## config.mk

```make
export PLATFORM = sky130hd
export DESIGN_NAME = ec_smul_seq
export DESIGN_NICKNAME = d
export VERILOG_FILES = /design/src/rtl/ec_smul_pkg.sv /design/src/rtl/ec_smul_scalar_reg.sv /design/src/rtl/ec_smul_ctrl.sv /design/src/rtl/ec_smul_cmd_enc.sv /design/src/rtl/ec_smul_seq.sv
export SDC_FILE = /design/constraint.sdc
export NUM_CORES = 1
export LEC_CHECK = 0
export CAP_MARGIN = 20
export CORE_MARGIN = 8
export CORE_UTILIZATION = 37
export CTS_CLUSTER_DIAMETER = 40
export CTS_CLUSTER_SIZE = 12
export DETAILED_ROUTE_END_ITERATION = 16
export GPL_TIMING_DRIVEN = 0
export SLEW_MARGIN = 30
export SYNTH_ARGS = -nofsm -noshare
export SYNTH_HDL_FRONTEND = slang
export SYNTH_HIERARCHICAL = 1
export SYNTH_SLANG_ARGS = --single-unit
```

## constraint.sdc

```tcl
create_clock -name clk_i -period 2.2 [get_ports clk_i]
set_clock_uncertainty 0.15 [all_clocks]
set_input_delay 0.44 -clock clk_i [delete_from_list [all_inputs] [get_ports clk_i]]
set_output_delay 0.44 -clock clk_i [all_outputs]
set_load 0.01 [all_outputs]
```

## src/rtl/ec_smul_pkg.sv

```systemverilog
package ec_smul_pkg;
  typedef enum logic [1:0] {
    OP_LOAD = 2'b00,
    OP_DBL  = 2'b01,
    OP_ADD  = 2'b10
  } op_e;

  typedef enum logic [2:0] {
    ST_IDLE,
    ST_LOAD,
    ST_DBL,
    ST_ADD,
    ST_FIN
  } st_e;
endpackage

```

## src/rtl/ec_smul_scalar_reg.sv

```systemverilog
module ec_smul_scalar_reg #(
  parameter int KEY_W = 8,
  localparam int IDX_W = $clog2(KEY_W)
) (
  input  logic             clk_i,
  input  logic             rst_ni,
  input  logic             load_i,
  input  logic             step_i,
  input  logic [KEY_W-1:0] scalar_i,
  input  logic             uniform_i,
  output logic             bit_o,
  output logic             last_o,
  output logic             uniform_o
);
  logic [KEY_W-1:0] key_q;
  logic [IDX_W-1:0] idx_q;
  logic             uni_q;

  always_ff @(posedge clk_i or negedge rst_ni) begin
    if (!rst_ni) begin
      key_q <= '0;
      idx_q <= '0;
      uni_q <= 1'b0;
    end else if (load_i) begin
      key_q <= scalar_i;
      idx_q <= IDX_W'(KEY_W - 2);
      uni_q <= uniform_i;
    end else if (step_i) begin
      idx_q <= idx_q - 1'b1;
    end
  end

  assign bit_o     = key_q[idx_q];
  assign last_o    = (idx_q == '0);
  assign uniform_o = uni_q;

  // index walks down by one, never wraps below zero
  AST_IDX_STEP: assert property (@(posedge clk_i) disable iff (!rst_ni)
    step_i && !load_i |=> idx_q == $past(idx_q) - 1'b1) else $error("idx step");
  AST_IDX_NO_WRAP: assert property (@(posedge clk_i) disable iff (!rst_ni)
    step_i |-> !last_o) else $error("idx wrap");
endmodule

```

## src/rtl/ec_smul_ctrl.sv

```systemverilog
module ec_smul_ctrl
  import ec_smul_pkg::*;
(
  input  logic clk_i,
  input  logic rst_ni,
  input  logic start_i,
  input  logic msb_i,
  input  logic hs_i,
  input  logic bit_i,
  input  logic last_i,
  input  logic uniform_i,
  output st_e  state_o,
  output logic load_o,
  output logic step_o,
  output logic err_o
);
  st_e  st_q, st_d;
  logic err_q;
  logic want_add;

  assign want_add = bit_i | uniform_i;

  always_comb begin
    st_d = st_q;
    unique case (st_q)
      ST_IDLE: if (start_i && msb_i) st_d = ST_LOAD;
      ST_LOAD: if (hs_i) st_d = ST_DBL;
      ST_DBL:  if (hs_i) st_d = want_add ? ST_ADD : (last_i ? ST_FIN : ST_DBL);
      ST_ADD:  if (hs_i) st_d = last_i ? ST_FIN : ST_DBL;
      ST_FIN:  st_d = ST_IDLE;
      default: st_d = ST_IDLE;
    endcase
  end

  assign load_o = (st_q == ST_IDLE) && start_i && msb_i;
  assign step_o = hs_i && !last_i &&
                  ((st_q == ST_DBL && !want_add) || st_q == ST_ADD);

  always_ff @(posedge clk_i or negedge rst_ni) begin
    if (!rst_ni) begin
      st_q  <= ST_IDLE;
      err_q <= 1'b0;
    end else begin
      st_q <= st_d;
      if (st_q == ST_IDLE && start_i) err_q <= !msb_i;
    end
  end

  assign state_o = st_q;
  assign err_o   = err_q;

  AST_UNI_ADD: assert property (@(posedge clk_i) disable iff (!rst_ni)
    st_q == ST_DBL && hs_i && uniform_i |=> st_q == ST_ADD) else $error("uniform add");
  AST_PLAIN_SKIP: assert property (@(posedge clk_i) disable iff (!rst_ni)
    st_q == ST_DBL && hs_i && !uniform_i && !bit_i |=> st_q != ST_ADD) else $error("plain skip");
endmodule

```

## src/rtl/ec_smul_cmd_enc.sv

```systemverilog
module ec_smul_cmd_enc
  import ec_smul_pkg::*;
(
  input  st_e        state_i,
  input  logic       bit_i,
  output logic       valid_o,
  output logic [1:0] op_o,
  output logic       keep_o,
  output logic       busy_o,
  output logic       done_o
);
  always_comb begin
    valid_o = 1'b0;
    op_o    = OP_LOAD;
    keep_o  = 1'b1;
    unique case (state_i)
      ST_LOAD: valid_o = 1'b1;
      ST_DBL:  begin valid_o = 1'b1; op_o = OP_DBL; end
      ST_ADD:  begin valid_o = 1'b1; op_o = OP_ADD; keep_o = bit_i; end
      default: ;
    endcase
  end

  assign busy_o = (state_i != ST_IDLE);
  assign done_o = (state_i == ST_FIN);
endmodule

```

## src/rtl/ec_smul_seq.sv

```systemverilog
module ec_smul_seq
  import ec_smul_pkg::*;
#(
  parameter int KEY_W = 8
) (
  input  logic             clk_i,
  input  logic             rst_ni,
  input  logic             start_i,
  input  logic             uniform_i,
  input  logic [KEY_W-1:0] scalar_i,
  output logic             busy_o,
  output logic             done_o,
  output logic             err_o,
  output logic             cmd_valid_o,
  output logic [1:0]       cmd_op_o,
  output logic             cmd_keep_o,
  input  logic             cmd_ack_i
);
  st_e  state;
  logic load, step, hs, cur_bit, last, uni;

  assign hs = cmd_valid_o && cmd_ack_i;

  ec_smul_scalar_reg #(.KEY_W(KEY_W)) u_scalar (
    .clk_i, .rst_ni,
    .load_i    (load),
    .step_i    (step),
    .scalar_i  (scalar_i),
    .uniform_i (uniform_i),
    .bit_o     (cur_bit),
    .last_o    (last),
    .uniform_o (uni)
  );

  ec_smul_ctrl u_ctrl (
    .clk_i, .rst_ni,
    .start_i   (start_i),
    .msb_i     (scalar_i[KEY_W-1]),
    .hs_i      (hs),
    .bit_i     (cur_bit),
    .last_i    (last),
    .uniform_i (uni),
    .state_o   (state),
    .load_o    (load),
    .step_o    (step),
    .err_o     (err_o)
  );

  ec_smul_cmd_enc u_enc (
    .state_i (state),
    .bit_i   (cur_bit),
    .valid_o (cmd_valid_o),
    .op_o    (cmd_op_o),
    .keep_o  (cmd_keep_o),
    .busy_o  (busy_o),
    .done_o  (done_o)
  );

  initial begin
    AST_KEY_W: assert (KEY_W >= 2) else $error("KEY_W too small");
  end

  AST_CMD_HOLD: assert property (@(posedge clk_i) disable iff (!rst_ni)
    cmd_valid_o && !cmd_ack_i |=> cmd_valid_o && $stable(cmd_op_o) && $stable(cmd_keep_o))
    else $error("cmd hold");
  AST_DONE_PULSE: assert property (@(posedge clk_i) disable iff (!rst_ni)
    done_o |=> !done_o && !busy_o) else $error("done pulse");
  AST_VALID_BUSY: assert property (@(posedge clk_i) disable iff (!rst_ni)
    cmd_valid_o |-> busy_o) else $error("valid busy");
  AST_REFUSE: assert property (@(posedge clk_i) disable iff (!rst_ni)
    start_i && !busy_o && !scalar_i[KEY_W-1] |=> !busy_o && err_o) else $error("refuse");
  AST_DONE_AFTER_HS: assert property (@(posedge clk_i) disable iff (!rst_ni)
    $rose(done_o) |-> $past(hs)) else $error("done w/o ack");
endmodule

```

==> summary.txt <==
Status
  – Result of the run: complete, but fails checks
  – Failing checks: setup timing

CTS
  – Worst-skew pair later-pin latency: about 0.28 ns
  – Clock buffers created by TritonCTS: 3
  – Root Buffer: clkbuf_4
  – CTS H-tree lvls: 1
  – Max Root-Sink Buffers: 2
  – Clock transition at path regs: 0.10 ns
  – TritonCTS clock tree: done
  – Clock Sinks: 16

Synth
  – Post-synthesis sequential area ratio: 0.4598
  – Yosys warns: 6
  – Average cell area after synthesis: 12.62 um2
  – Gate count after technology mapping: between 60 and 70
  – Net count after synthesis: 84
  – Post-Syn Area: about 870 um2
  – Count of state elements after synthesis: 16
  – Count of different cell masters after synthesis: 32

Final layout
  – Commonest cells after routing, fill and taps aside: clkdlybuf4s50_1, buf_4, dfrtp_1
  – Share of layout cells above drive strength 1: 0.4038
  – Final antenna diode count: 0
  – Net count, final: 120
  – Most common library cell in the layout ignoring fill and taps: clkdlybuf4s50_1
  – Number of inserted filler cells in the final layout: 202
  – Signed area change from the synthesized netlist to the final layout: 40.81%

Detailed routing
  – DRC errors left: 0
  – DRT iter0 DRCs: 12
  – Routed wire length: 1.811 mm
  – Count of antenna-violating nets left after detailed routing: 0
  – Vias per cell: between 4 and 5
  – First-pass detailed-route iteration total: 2
  – Overall via count from detail_route: 650
  – Detail-routed net length per standard cell: about 14 um

STA
  – Maximum clock rate: 420.0 MHz
  – Fin. Hold Viols: 0
  – Total Negative Setup Slacks: -0.5749 ns
  – Setup repair after global routing missed its margin: yes
  – Final slew viol count: 0
  – Transition time at the pin with the least slew margin: 0.6999 ns
  – Period minus WS final: 2.381 ns
  – Final critical-path setup slack: -0.1811 ns
  – Final setup violation count: 4
  – Final worst path period share: 1.082
  – Worst slew margin: 0.5319

Worst setup path
  – CP Max Fanout: 3
  – Sequence of cells on the critical path: mux4_2 > mux2_4 > nand4bb_1 > buf_2
  – Crit path launch type: flip-flop
  – Arrival time reported for the critical path endpoint: ~1.8 ns
  – Worst setup startpoint: u_scalar/idx_q[0]
  – Crit path required time: 1.61 ns
  – Start-to-end type of the worst setup path: flip-flop to primary output
  – Library cell contributing the largest single delay on the critical path: mux4_2
  – Max stage delay on crit path: a little under 0.5 ns
  – Sort of element at the end of the critical path: primary output
  – Worst flop-to-flop path startpoint: u_scalar/idx_q[0]

Global routing
  – Grt met1 use: 0.1153
  – Met3 demand-to-capacity share in global routing: 0.03265
  – Number of global-route vias before repair: 721
  – GRT busiest layer: met2
  – GRT met2 Usage: 0.1565
  – Pin count of the biggest net entering global routing: 17
  – First-pass GRT wire length: 3.263 mm
  – Sum of overflow across all layers after global routing: 0
  – Global routing usage summed across all routing layers: 0.09812
  – Number of antenna violations at the first check in global routing: 0

Place
  – DP HPWL: 1.236 mm
  – Count of input and output buffers: 19
  – Final RePlAce weighted congestion: 0.7715
  – Worst-case setup slack after placement: -0.3481 ns

Power and ir drop
  – P per Cell Area: between 1000 and 1500 mW/mm2
  – Leak: between 0.5 and 0.6 nW
  – Worst vdd rail ir drop: 0.6178 mV

Floorplanning
  – Floorplan die height: between 60 and 70 um
  – Starting density of the core: 0.3937
  – X dimension of the die: 64.52 um
  – Boundary Pins: 20
  – Overall die area: 0.004162 mm2
  – Placeable Area: 0.002212 mm2
  – Number of placement rows: 17

Run
  – Count of max-cap constraint violations: 0

Worst hold path
  – Min-Delay Startpoint: u_scalar/key_q[4]
  – Type of the worst min-delay path: flip-flop to flip-flop
-- synthesized netlist by cell type --
| cell type | n | area share |
|---|---|---|
| a21o_1 | 1 | 0.0086 |
| a21oi_1 | 3 | 0.017 |
| and2_1 | 1 | 0.0072 |
| and3_1 | 1 | 0.0072 |
| and3b_2 | 1 | 0.011 |
| and4_1 | 1 | 0.010 |
| buf_2 | 1 | 0.0057 |
| dfrtp_1 | 16 | 0.46 |
| ha_1 | 2 | 0.029 |
| inv_1 | 4 | 0.017 |
| mux2_2 | 10 | 0.13 |
| mux2i_1 | 1 | 0.011 |
| mux4_1 | 2 | 0.060 |
| nand2_1 | 3 | 0.013 |
| nand3_2 | 1 | 0.011 |
| nand4bb_1 | 1 | 0.013 |
| nor2_1 | 1 | 0.0043 |
| nor2b_1 | 2 | 0.014 |
| nor3_1 | 1 | 0.0057 |
| nor3_2 | 1 | 0.011 |
| nor3b_1 | 2 | 0.017 |
| nor3b_2 | 2 | 0.029 |
| o211ai_1 | 1 | 0.0086 |
| o21a_1 | 1 | 0.0086 |
| o21ai_0 | 2 | 0.011 |
| o21ba_2 | 1 | 0.011 |
| o21bai_1 | 1 | 0.0086 |
| o21bai_4 | 1 | 0.022 |
| o311a_1 | 1 | 0.011 |
| or2_2 | 1 | 0.0072 |
| or3_1 | 1 | 0.0072 |
| xnor2_1 | 1 | 0.010 |
-- cell type report --
type | instances | area (um2) | share of cell area
Buffer | 1 | 7.507 | 0.006122
Sequential cell | 16 | 405.4 | 0.3306
Inverter | 4 | 15.01 | 0.01224
Timing Repair Buffer | 31 | 274.0 | 0.2235
Tap cell | 28 | 35.03 | 0.02857
Clock buffer | 4 | 36.28 | 0.02959
Multi-Input combinational cell | 48 | 452.9 | 0.3694
-- per-stage QoR --
stage	std cells	cell area (um2)	power [mW]	util	hold slack (ns)
floorplan	69	873.3	1.121	-	-0.005591
global placement	116	1099	1.371	0.4966	0.3367
detailed placement	116	1099	1.380	0.4966	0.3442
CTS	127	1186	1.679	0.5362	0.3668
global route	132	1226	1.888	0.5543	0.3922
finish	132	1226	1.748	0.5543	0.3623
-- logic make-up (layout without fill, tap and decap cells) --
group,Yosys count,count (layout),share of synthesized area
and+or+nand+nor,20,20,0.1695
DFF,16,16,0.4598
muxes,13,13,0.2012
AOI/OAI and AO/OA,12,12,0.1078
buffers and inverters,5,40,0.02298
adders and majority gates,2,2,0.02873
xor gates and xnor gates,1,1,0.01006
-- final timing paths --
path | cells past startpoint | slack [ns] | to
min reg2reg | 1 | 0.36 | u_scalar/key_q[4]
max | 4 | -0.18 | cmd_keep_o
min in group asynchronous | 1 | 0.41 | u_ctrl/err_o
max in group asynchronous | 1 | 1.00 | u_scalar/idx_q[0]
max reg2reg | 8 | -0.15 | u_scalar/idx_q[2]
min | 1 | 0.36 | u_scalar/key_q[4]
-- worst max-delay path, delay by kind of cell (launching register included) --
kind | cells | cell delay (ns)
buffers and inverters | 1 | 0.15
DFF | 1 | 0.41
muxes | 2 | 0.77
and+or+nand+nor | 1 | 0.17
-- power by group --
part | switching, mW | internal [mW]
sequential | 0.126 | 0.442
combinational | 0.370 | 0.613
clock | 0.0972 | 0.101
-- flip-flops by register name, indices dropped and copies added (netlist names) --
signal and cells:
u_scalar/uniform_o 1, u_scalar/key_q 8, u_ctrl/err_o 1, u_scalar/idx_q 3, u_ctrl/state_o 3
-- timing repair --
item,in CTS,in global routing
hold buffers,0,0
gates resized for setup,9,1
setup endpoints to repair,9,8
setup buffers,7,5
hold endpoints to repair,0,0
pin swaps,4,2
-- routing by layer --
layer / up-vias / part of all wire
met4: 0 / 0.0094
met1: 319 / 0.45
met2: 7 / 0.51
met5: - / 0
li1: 322 / -
met3: 2 / 0.033
Power figures use the tool's default switching activity.
